[config.mk]
export PLATFORM = sky130hd
export DESIGN_NAME = seg_chk_rules
export DESIGN_NICKNAME = d
export VERILOG_FILES = /design/src/rtl/segchk_pkg.sv /design/src/rtl/seg_chk_rules.sv
export SDC_FILE = /design/constraint.sdc
export NUM_CORES = 1
export LEC_CHECK = 0
export BUFFER_PORTS_ARGS = -buffer_cell sky130_fd_sc_hd__buf_2
export CELL_PAD_IN_SITES_DETAIL_PLACEMENT = 1
export CELL_PAD_IN_SITES_GLOBAL_PLACEMENT = 1
export CORE_AREA = 5 5 150 152
export DETAILED_ROUTE_END_ITERATION = 8
export DIE_AREA = 0 0 155 157
export GPL_TIMING_DRIVEN = 0
export PLACE_DENSITY_LB_ADDON = 0.1
export SLEW_MARGIN = 15
export SYNTH_ARGS = -nofsm -noshare
export SYNTH_HDL_FRONTEND = slang
export SYNTH_SLANG_ARGS = --single-unit
[constraint.sdc]
create_clock -name vclk -period 16
set_clock_uncertainty 0.05 [all_clocks]
set_input_delay 4.8 -clock vclk [all_inputs]
set_output_delay 4.8 -clock vclk [all_outputs]
set_load 0.005 [all_outputs]
[src/rtl/segchk_pkg.sv]
package segchk_pkg;

  typedef enum logic [1:0] {
    MODE_REAL = 2'd0,
    MODE_PROT = 2'd1,
    MODE_LONG = 2'd2
  } cpu_mode_e;

  typedef enum logic [1:0] {
    PATH_DENY = 2'd0,
    PATH_FLAT = 2'd1,
    PATH_DOWN = 2'd2,
    PATH_CANON = 2'd3
  } limit_path_e;

  localparam logic [7:0] VEC_STACK   = 8'd12;
  localparam logic [7:0] VEC_GENERAL = 8'd13;
  localparam logic [31:0] FAST_MIN_LIMIT = 32'd7;

  // Upper seventeen address bits must agree
  function automatic logic addr_canonical(input logic [63:0] addr);
    return (&addr[63:47]) | ~(|addr[63:47]);
  endfunction

  // Normal limit test: span is the last byte offset of the access
  function automatic logic flat_violation(input logic [63:0] off,
                                          input logic [31:0] lim,
                                          input logic [3:0]  len);
    logic [31:0] span;
    span = {28'd0, len} - 32'd1;
    if (span > lim) return 1'b1;
    return off > {32'd0, lim - span};
  endfunction

  // Expand-down test with a size-dependent ceiling
  function automatic logic down_violation(input logic [63:0] off,
                                          input logic [31:0] lim,
                                          input logic [3:0]  len,
                                          input logic        big);
    logic [63:0] ceil;
    logic [63:0] span;
    ceil = big ? 64'h0000_0000_FFFF_FFFF : 64'h0000_0000_0000_FFFF;
    span = {60'd0, len} - 64'd1;
    if (off <= {32'd0, lim}) return 1'b1;
    if (off > ceil) return 1'b1;
    return (ceil - off) < span;
  endfunction

endpackage

[src/rtl/seg_chk_rules.sv]
module seg_chk_rules
  import segchk_pkg::*;
(
  input  cpu_mode_e   mode,
  input  logic        is_write,
  input  logic        dvalid,
  input  logic        dpresent,
  input  logic [3:0]  dtype,
  input  logic        dbig,
  input  logic [31:0] limit,
  input  logic [63:0] offset,
  input  logic [3:0]  len,
  output limit_path_e path,
  output logic        fault,
  output logic        grant
);

  logic desc_usable;
  logic flat_bad;
  logic down_bad;
  logic canon_ok;

  assign desc_usable = dvalid & dpresent;
  assign flat_bad    = flat_violation(offset, limit, len);
  assign down_bad    = down_violation(offset, limit, len, dbig);
  assign canon_ok    = addr_canonical(offset);

  always_comb begin
    path = PATH_DENY;
    unique case (mode)
      MODE_LONG: path = PATH_CANON;
      MODE_REAL: path = PATH_FLAT;
      default: begin
        if (!desc_usable) begin
          path = PATH_DENY;
        end else if (is_write) begin
          unique case (dtype)
            4'd2, 4'd3: path = PATH_FLAT;
            4'd6, 4'd7: path = PATH_DOWN;
            default:    path = PATH_DENY;
          endcase
        end else begin
          unique case (dtype)
            4'd8, 4'd9, 4'd12, 4'd13: path = PATH_DENY;
            4'd4, 4'd5, 4'd6, 4'd7:   path = PATH_DOWN;
            default:                  path = PATH_FLAT;
          endcase
        end
      end
    endcase
  end

  always_comb begin
    unique case (path)
      PATH_FLAT:  fault = flat_bad;
      PATH_DOWN:  fault = down_bad;
      PATH_CANON: fault = ~canon_ok;
      default:    fault = 1'b1;
    endcase
  end

  always_comb begin
    unique case (path)
      PATH_CANON: grant = canon_ok;
      PATH_FLAT:  grant = ~flat_bad & (limit >= FAST_MIN_LIMIT);
      default:    grant = 1'b0;
    endcase
  end

endmodule

==> results by group <==
Detailed routing
  – Detail-routed via count per cell: 5.219
  – Starting DRT DRC Count: 171
  – Vias: 6435
  – First-pass iteration count of the detailed router: 4
  – WL final: 20690 µm
  – Remaining antenna violation count after routing: 0
  – Wirelength per Cell: 16.78 µm
  – Residual DRC: 0

Timing
  – Hold Vio Cnt, Final: 0
  – Highest Clock Rate: 0.06437 GHz
  – Setup TNS: 0 ns
  – Hold Worst Slack: 9.951 ns
  – Worst slew pin tran: 0.8249 ns
  – Slew Viols, Final: 0
  – Period utilization: 97.10%
  – RSZ-0062 raised after global routing: no
  – Final setup fails: 0
  – Period minus WS final: 15.54 ns
  – Slew Limit Headroom: 45.01%

Outcome
  – Status: completed

Synthesis
  – Top cell type's share of synthesized area: 35.21%
  – Sequential area share after synthesis: 0%
  – Complex-gate fraction of the synthesized area: 25.27%
  – Multiplexer share of the synthesized area: 0.4829%
  – Post-synth top area cell: ha_1
  – Xor/xnor share of the synthesized area: 10.85%
  – Synthesized instance count: 840
  – Yosys warning count: 0
  – Synth cell types: 58
  – Netlist Area Pre-Place: 6218 µm²
  – Syn_area_per_cell: 7.403 µm²
  – Largest family of logic cells by synthesized area: adder cells
  – Post-synthesis simple-gate area fraction: 21.85%
  – Adder-Cell Fraction of Synth Area: 35.86%
  – Top cells by area, synth: ha_1 35%, a21o_1 7.4%, xnor2_1 6.8%
  – Synth Net Count: 1127

Floorplanning
  – Die height: 157 µm
  – Ports: 114
  – Die ar.: 24340 µm²
  – Floorplan row count: 53
  – Placeable Area: 20890 µm²
  – Starting Density: 29.77%
  – Die Wd: 155 µm

Place
  – Cells after DPL: 1229
  – Hpwl dp: 18030 µm
  – RePlAce Congestion: 0.7775
  – Dpl cell area: 7162 µm²
  – # port buffers: 113

Setup path
  – CP max FO: 47
  – Crit path DAT: 10.69 ns
  – Critical Path RT: 11.15 ns
  – Critical path class: input port to output pin
  – CP Capture Type: output pin
  – CP Launch Type: input port

Power
  – Pleak: 3.476 nW
  – Pwr Density: 33.47 nW/µm²
  – Peak VDD IR: 0.006978 mV

Final layout
  – Finished Core Util: 34.42%
  – Layout Nets: 1244
  – Seq cells: 0
  – Area growth syn-to-layout: 15.61%
  – Filler cells: 2658
  – Layout cell share with drive strength beyond 1: 14.45%
  – Clock Buffer Count: 0
  – Layout Cells excl Fill: 1233
  – Storage cell area: 0 µm²
  – Post-Layout Inst Area: 7189 µm²

GRT
  – Global-route wire length before repair: 32710 µm
  – Number of global-route vias before repair: 6481
  – Initial antenna violation count: 4
  – Grt ovf: 0
  – Largest net degree at the start of global routing: 48
  – Gr usage total: 16.10%

Clock tree
  – Cts repair resizes: 0
  – Post-CTS Setup Bufs: 0
  – CTS Hold Bufs: 0

Worst hold path
  – Worst Hold Depth: 4
  – Hold WC Path Type: input port to output pin

Run
  – Max Cap Viol: 0
[where the power goes]
group,switching (mW),internal (mW)
Sequential,0,0
Combinational,0.135,0.106
Clock,0,0.0000000251
Total,0.135,0.106
[critical path, stage by stage]
cell	delay, ns
buf_2	0.12
inv_1	0.08
ha_1	0.29
or3b_4	0.58
buf_16	0.25
ha_1	0.36
and2_1	0.23
o2111ai_1	0.12
o22ai_1	0.15
o21ai_0	0.21
nand2b_1	0.17
a41o_1	0.35
or2_2	0.33
a311oi_1	0.33
xor2_1	0.13
ha_1	0.21
a2111oi_0	0.43
o21ai_0	0.17
a21oi_1	0.18
nor3_1	0.08
nor4_1	0.33
o22a_1	0.24
o211ai_1	0.11
o21ai_1	0.16
and3_1	0.15
buf_2	0.13
[routing by layer]
layer	up-vias	share of wire [%]	global-route usage, %	wire length, µm
met5	-	0.068	0	14
met1	2958	49	22.67	10070
met3	6	4.0	1.375	831
met2	81	47	28.47	9757
met4	4	0.11	0.1262	22
li1	3386	-	-	-
[logic make-up (layout without fill, tap and decap cells)]
kind of cell | count (synthesis) | count (layout)
AOI/OAI and AO/OA | 242 | 242
muxes | 3 | 3
and+or+nand+nor | 249 | 250
other | 0 | 3
buffers and inverters | 92 | 206
adders and majority gates | 177 | 177
xor gates and xnor gates | 77 | 77
[cells in the mapped netlist (2+ instances only)]
cell	number
ha_1	175
inv_1	82
a21oi_1	71
a21o_1	61
xnor2_1	48
o21ai_0	43
nor2_1	42
nand2_1	36
xor2_1	29
nand3_1	28
nand4_1	24
nor3_1	23
nor4_1	23
nand2b_1	12
and3_1	11
nor2b_1	11
o21a_1	11
clkbuf_1	8
a211oi_1	7
and2_1	7
or3_1	7
a31oi_1	6
o31ai_1	5
or2_2	5
a2111oi_0	4
a221o_1	4
a21boi_0	3
a41oi_1	3
and4_1	3
mux2i_1	3
o211ai_1	3
o21bai_1	3
o221ai_1	3
or4_1	3
or4_4	3
a2111oi_2	2
a221oi_1	2
fa_1	2
nor3b_1	2
o2111ai_1	2
o22ai_1	2
or4_2	2
[per-stage QoR]
stage	power, mW	worst slack, ns
2_1_floorplan	0.1651	1.161
3_3_place_gp	0.2396	-0.5707
3_5_place_dp	0.2414	0.3434
4_1_cts	0.2437	0.3131
5_1_grt	0.2765	0.04952
6_report	0.2406	0.4643
[placed cells by master (no fill, tap or decap), types with 8 or more instances in the layout]
| master | n |
|---|---|
| clkbuf_1 | 8 |
| nand3_1 | 28 |
| o21a_1 | 11 |
| buf_2 | 114 |
| nor3_1 | 22 |
| nor2b_1 | 11 |
| nand2b_1 | 12 |
| a21o_1 | 61 |
| nand2_1 | 36 |
| inv_1 | 82 |
| xnor2_1 | 48 |
| xor2_1 | 29 |
| nor4_1 | 22 |
| a21oi_1 | 70 |
| and3_1 | 11 |
| nor2_1 | 42 |
| ha_1 | 175 |
| nand4_1 | 24 |
| o21ai_0 | 43 |
[area by class of cell]
cell class	count	area, µm²	area share (%)
diodes	3	7.507	0.1044
plain buffers	10	46.29	0.6439
inverters	82	307.8	4.281
multi-input cells	749	5891	81.94
well taps	275	344.1	4.786
repair buffers	114	593.1	8.249
[worst paths after layout]
check,start,end,slack [ns]
setup / recovery,len[0],grant,0.46
hold / removal,mode[1],path[1],9.95
Note: power is estimated with default switching activity, not from simulation.
